$ cat config.mk
export PLATFORM = sky130hd
export DESIGN_NAME = ecc_err_log
export DESIGN_NICKNAME = d
export VERILOG_FILES = /design/src/rtl/ecc_log_pkg.sv /design/src/rtl/ecc_log_flag.sv /design/src/rtl/ecc_log_fields.sv /design/src/rtl/ecc_err_log.sv
export SDC_FILE = /design/constraint.sdc
export NUM_CORES = 1
export LEC_CHECK = 0
export ABC_CLOCK_PERIOD_IN_PS = 1600
export BUFFER_PORTS_ARGS = -buffer_cell sky130_fd_sc_hd__clkbuf_2
export CAP_MARGIN = 20
export CORE_ASPECT_RATIO = 1.1
export CORE_MARGIN = 5
export CORE_UTILIZATION = 41
export CTS_CLUSTER_SIZE = 28
export DETAILED_ROUTE_END_ITERATION = 8
export PLACE_DENSITY = 0.77
export SYNTH_ARGS = -nofsm -noshare
export SYNTH_HDL_FRONTEND = slang
export SYNTH_SLANG_ARGS = --single-unit
$ cat constraint.sdc
create_clock -name clk_i -period 1.6 [get_ports clk_i]
set_input_delay 0.32 -clock clk_i [delete_from_list [all_inputs] [get_ports clk_i]]
set_output_delay 0.32 -clock clk_i [all_outputs]
set_load 0.02 [all_outputs]
$ cat src/rtl/ecc_log_pkg.sv
package ecc_log_pkg;
  localparam int unsigned BANK_W  = 3;
  localparam int unsigned RANK_W  = 2;
  localparam int unsigned CHUNK_W = 3;
  localparam int unsigned SYND_W  = 8;
  localparam int unsigned LOG_W   = 32;
  localparam int unsigned FLAG_N  = 2;
  localparam int unsigned FIELD_W = BANK_W + RANK_W + CHUNK_W + SYND_W;
  localparam int unsigned RSVD_W  = LOG_W - FIELD_W - FLAG_N;
  localparam logic [SYND_W-1:0] POISON_SYND = '1;

  // flag index in log word
  localparam int unsigned F_CE = 0;
  localparam int unsigned F_UE = 1;

  typedef struct packed {
    logic [BANK_W-1:0]  bank;
    logic [RANK_W-1:0]  rank;
    logic [CHUNK_W-1:0] chunk;
    logic [SYND_W-1:0]  synd;
  } err_rec_t;
endpackage

$ cat src/rtl/ecc_log_flag.sv
module ecc_log_flag (
  input  logic clk_i,
  input  logic rst_ni,
  input  logic set_i,
  input  logic clr_i,
  output logic flag_o,
  output logic held_o
);
  logic flag_q;

  // clear applies before a same-cycle set
  assign held_o = flag_q & ~clr_i;

  always_ff @(posedge clk_i or negedge rst_ni) begin
    if (!rst_ni) flag_q <= 1'b0;
    else         flag_q <= set_i | held_o;
  end

  assign flag_o = flag_q;


  clr_wins_chk: assert property (@(posedge clk_i) disable iff (!rst_ni)
    (clr_i && !set_i) |=> !flag_o);
endmodule

$ cat src/rtl/ecc_log_fields.sv
module ecc_log_fields
  import ecc_log_pkg::*;
(
  input  logic     clk_i,
  input  logic     rst_ni,
  input  logic     cap_i,
  input  logic     poison_i,
  input  err_rec_t rec_i,
  output err_rec_t rec_o,
  output logic     cap_o
);
  err_rec_t rec_q, rec_d;
  logic     cap_q;

  always_comb begin
    rec_d = rec_i;
    if (poison_i) rec_d.synd = POISON_SYND;
  end

  always_ff @(posedge clk_i or negedge rst_ni) begin
    if (!rst_ni) begin
      rec_q <= '0;
      cap_q <= 1'b0;
    end else begin
      cap_q <= cap_i;
      if (cap_i) rec_q <= rec_d;
    end
  end

  assign rec_o = rec_q;
  assign cap_o = cap_q;


  hold_chk: assert property (@(posedge clk_i) disable iff (!rst_ni)
    !cap_i |=> $stable(rec_o));
endmodule

$ cat src/rtl/ecc_err_log.sv
module ecc_err_log
  import ecc_log_pkg::*;
(
  input  logic               clk_i,
  input  logic               rst_ni,
  input  logic               ce_i,
  input  logic               ue_i,
  input  logic               poison_i,
  input  logic [SYND_W-1:0]  synd_i,
  input  logic [BANK_W-1:0]  bank_i,
  input  logic [RANK_W-1:0]  rank_i,
  input  logic [CHUNK_W-1:0] chunk_i,
  input  logic               clr_ce_i,
  input  logic               clr_ue_i,
  output logic [LOG_W-1:0]   log_o,
  output logic               cap_o
);
  logic [FLAG_N-1:0] set_v, clr_v, flag_v, held_v;
  logic              cap_go;
  err_rec_t          rec_in, rec_out;

  assign set_v[F_CE] = ce_i;
  assign set_v[F_UE] = ue_i;
  assign clr_v[F_CE] = clr_ce_i;
  assign clr_v[F_UE] = clr_ue_i;

  for (genvar g = 0; g < FLAG_N; g++) begin : g_flag
    ecc_log_flag i_flag (
      .clk_i  (clk_i),
      .rst_ni (rst_ni),
      .set_i  (set_v[g]),
      .clr_i  (clr_v[g]),
      .flag_o (flag_v[g]),
      .held_o (held_v[g])
    );
  end

  // uncorrectable lock blocks all; correctable lock blocks only correctable
  assign cap_go = (ue_i & ~held_v[F_UE]) |
                  (ce_i & ~held_v[F_CE] & ~held_v[F_UE]);

  assign rec_in = '{bank: bank_i, rank: rank_i, chunk: chunk_i, synd: synd_i};

  ecc_log_fields i_fields (
    .clk_i    (clk_i),
    .rst_ni   (rst_ni),
    .cap_i    (cap_go),
    .poison_i (poison_i),
    .rec_i    (rec_in),
    .rec_o    (rec_out),
    .cap_o    (cap_o)
  );

  assign log_o = {rec_out, {RSVD_W{1'b0}}, flag_v};


  ce_sets_chk: assert property (@(posedge clk_i) disable iff (!rst_ni)
    ce_i |=> log_o[F_CE]);

  ue_sets_chk: assert property (@(posedge clk_i) disable iff (!rst_ni)
    ue_i |=> log_o[F_UE]);

  ce_lock_chk: assert property (@(posedge clk_i) disable iff (!rst_ni)
    (log_o[F_CE] && !clr_ce_i && !ue_i) |=> $stable(log_o[LOG_W-1:LOG_W-FIELD_W]));

  ue_lock_chk: assert property (@(posedge clk_i) disable iff (!rst_ni)
    (log_o[F_UE] && !clr_ue_i) |=> $stable(log_o[LOG_W-1:LOG_W-FIELD_W]));

  poison_synd_chk: assert property (@(posedge clk_i) disable iff (!rst_ni)
    (cap_o && $past(poison_i)) |-> (log_o[LOG_W-BANK_W-RANK_W-CHUNK_W-1 -: SYND_W] == POISON_SYND));

  cap_cause_chk: assert property (@(posedge clk_i) disable iff (!rst_ni)
    cap_o |-> $past(ce_i || ue_i));

  ue_reclr_chk: assert property (@(posedge clk_i) disable iff (!rst_ni)
    (ue_i && clr_ue_i) |=> (cap_o && log_o[F_UE]));
endmodule

==> results.txt <==
Pre-antenna DRT Iters - 2
Area after DPL - 1090 µm²
CP Launch Type - flip-flop
met1 usage - 0.122
Final nets - 143
vias - 606
CP Cell Sequence - nor3b_2 > nor3_4 > buf_12 > mux2_2
synthesis-to-finish area growth - 22.1%
Max Fclk - 712 MHz
Synth Register Bits - 19
largest net degree at the start of global routing - 20
initial core utilization - 0.418
post-DP HPWL - 1.34 mm
Num CTS Buffers - 3
gr usage total - 0.110
chip width - 55.2 µm
Skew-Pair Late Insertion Delay - 280 ps
clk buf depth - 2
Site Rows - 18
Remaining Overflow, GRT - 0
hold path depth - 2
CP delay by family, top - flip-flops
worst hold path type - in -> reg
max_cap viols - 0
postcts setup bufs - 0
Final ANT Viol Nets - 0
Setup-failing EPs final - 0
Worst Setup SP - g_flag[0].i_flag.flag_o$_DFF_PN0_
CTS tree - yes
Fillers - 216
Mapped Avg Cell Area - 12.0 µm²
DR WL/cell - 11.1 µm
Synth Instances - 77
Yosys warnings - 0
CTS root buffer - clkbuf_4
CTS Sinks - 19
unrepaired setup endpoints after global routing - false
most common cell after layout, fill and taps aside - clkbuf_2
Worst Path Required - 1780 ps
Core ar. - 2210 µm²
GP Congestion - 0.781
reg2reg path depth - 4
r2r setup slk - 190 ps
Worst path max stage delay - 400 ps
status - complete, no violations
Final Max Tran Viols - 0
Port Buffers - 41
share of cells above drive strength 1 - 0.487
Remaining DRCs - 0
Crit Path Class - reg -> reg
Critical Path AT - 1580 ps
post_cts resized - 0
r2r startpoint - g_flag[0].i_flag.flag_o$_DFF_PN0_
Ports - 56
vias in the first global route - 657
CP Max Fanout - 17
Netlist Area Pre-Place - 922 µm²
Finished Cell Area - 1130 µm²
CP endpoint - i_fields.rec_o[13]$_DFFE_PN0P_
FF-to-FF End - i_fields.rec_o[13]$_DFFE_PN0P_
Final Hold Viols - 0
H-tree lvl count - 1
CP bufs+invs - 1
vias per cell - 4.07
most frequent cells in the layout - clkbuf_2 (41), dfrtp_1 (19), conb_1 (14)
die height - 59.7 µm
slowest cell on the critical path - dfrtp_1
sequential area share after synthesis - 0.516
Detailed Route WL - 1.65 mm
Tmin final - 1410 ps
first-pass GRT wire length - 2.79 mm
power per cell area - 1020 nW/µm²
Crit. End Element - flip-flop
Setup TNS - 0 ps
Levels on crit path - 4
GR Layer Usage met3 - 0.0238
met2 track utilization from global routing - 0.186
Leak Pwr - 0.000634 µW
die area - 3300 µm²
hold buffer count at cts - 1
period utilization - 0.878
Peak supply drop - 616 µV
Yosys cell types - 15
initial antenna violation count - 0
CTS clk-pin slew, worst paths - 100 ps
Final Skew - 1.86 ps
1st-iter DRT viols - 3
Most Crowded Layer GR - met2
Inserted Diodes - 0
==> worst register-to-register path: stages (launching register included) <==
cell,delay (ps)
dfrtp_1,400
nor3b_2,170
nor3_4,190
buf_12,180
mux2_2,350
==> layout make-up <==
class | count | area (µm²) | share of cell area
multi-input cells | 44 | 318 | 0.282
clock buffers | 4 | 26.3 | 0.0233
inverters | 9 | 33.8 | 0.0300
flip-flops and latches | 19 | 475 | 0.422
well taps | 30 | 37.5 | 0.0333
repair buffers | 43 | 235 | 0.209
==> power by group <==
| group | switching [µW] | leakage [µW] | internal, µW |
|---|---|---|---|
| Sequential | 32.7 | 0.000209 | 545 |
| Clock | 135 | 0.0000150 | 96.8 |
| Combinational | 205 | 0.000410 | 136 |
==> per-layer routing <==
layer  share of wire  wire length, µm
met5               0                0
met4           0.016               27
met3           0.081              134
met2            0.53              868
met1            0.37              617
==> kinds of logic (layout without fill, tap and decap cells) <==
logic type,count (synthesis),count (layout),share of synthesized area
AO/OA/AOI/OAI,1,1,0.00950
buffers and inverters,27,56,0.193
multiplexers,16,16,0.189
flip-flops,19,19,0.516
other,1,14,0.00407
AND/OR/NAND/NOR,13,13,0.0896
==> worst min-delay path by stage <==
| stage | end | slack [ps] | from |
|---|---|---|---|
| 2_1_floorplan | g_flag[0].i_flag.flag_o$_DFF_PN0_ | 20 | rst_ni |
| 3_3_place_gp | i_fields.rec_o[13]$_DFFE_PN0P_ | 280 | rst_ni |
| 3_5_place_dp | i_fields.rec_o[15]$_DFFE_PN0P_ | 300 | rst_ni |
| 4_1_cts | g_flag[0].i_flag.flag_o$_DFF_PN0_ | 210 | ce_i |
| 5_1_grt | g_flag[0].i_flag.flag_o$_DFF_PN0_ | 220 | ce_i |
| 6_report | g_flag[0].i_flag.flag_o$_DFF_PN0_ | 230 | ce_i |
==> metrics by stage <==
step                std cells  hold WS, ps  power (µW)  utilization  setup WS (ps)
CTS                       149          208        1180        0.510            177
global placement          144          283         924        0.494            236
finish                    149          226        1150        0.510            195
floorplan                  90         24.4         840            -            130
global route              149          223        1230        0.510            139
detailed placement        144          296         933        0.494            199
==> Yosys cell counts <==
cell type | number | area share
nor2_1 | 9 | 0.037
nor3b_2 | 1 | 0.014
dfrtp_1 | 19 | 0.52
mux2_2 | 7 | 0.085
conb_1 | 1 | 0.0041
buf_1 | 1 | 0.0041
nor2b_4 | 1 | 0.015
nor3_4 | 1 | 0.018
or2_2 | 1 | 0.0068
buf_4 | 16 | 0.13
a21o_2 | 1 | 0.0095
buf_12 | 1 | 0.022
mux2i_1 | 8 | 0.087
mux2_4 | 1 | 0.016
inv_1 | 9 | 0.037
==> sequential cells by signal, indices dropped and copies added (netlist names) <==
name	flops
g_flag.i_flag.flag_o	2
i_fields.cap_o	1
i_fields.rec_o	16
Note: power is estimated with default switching activity, not from simulation.
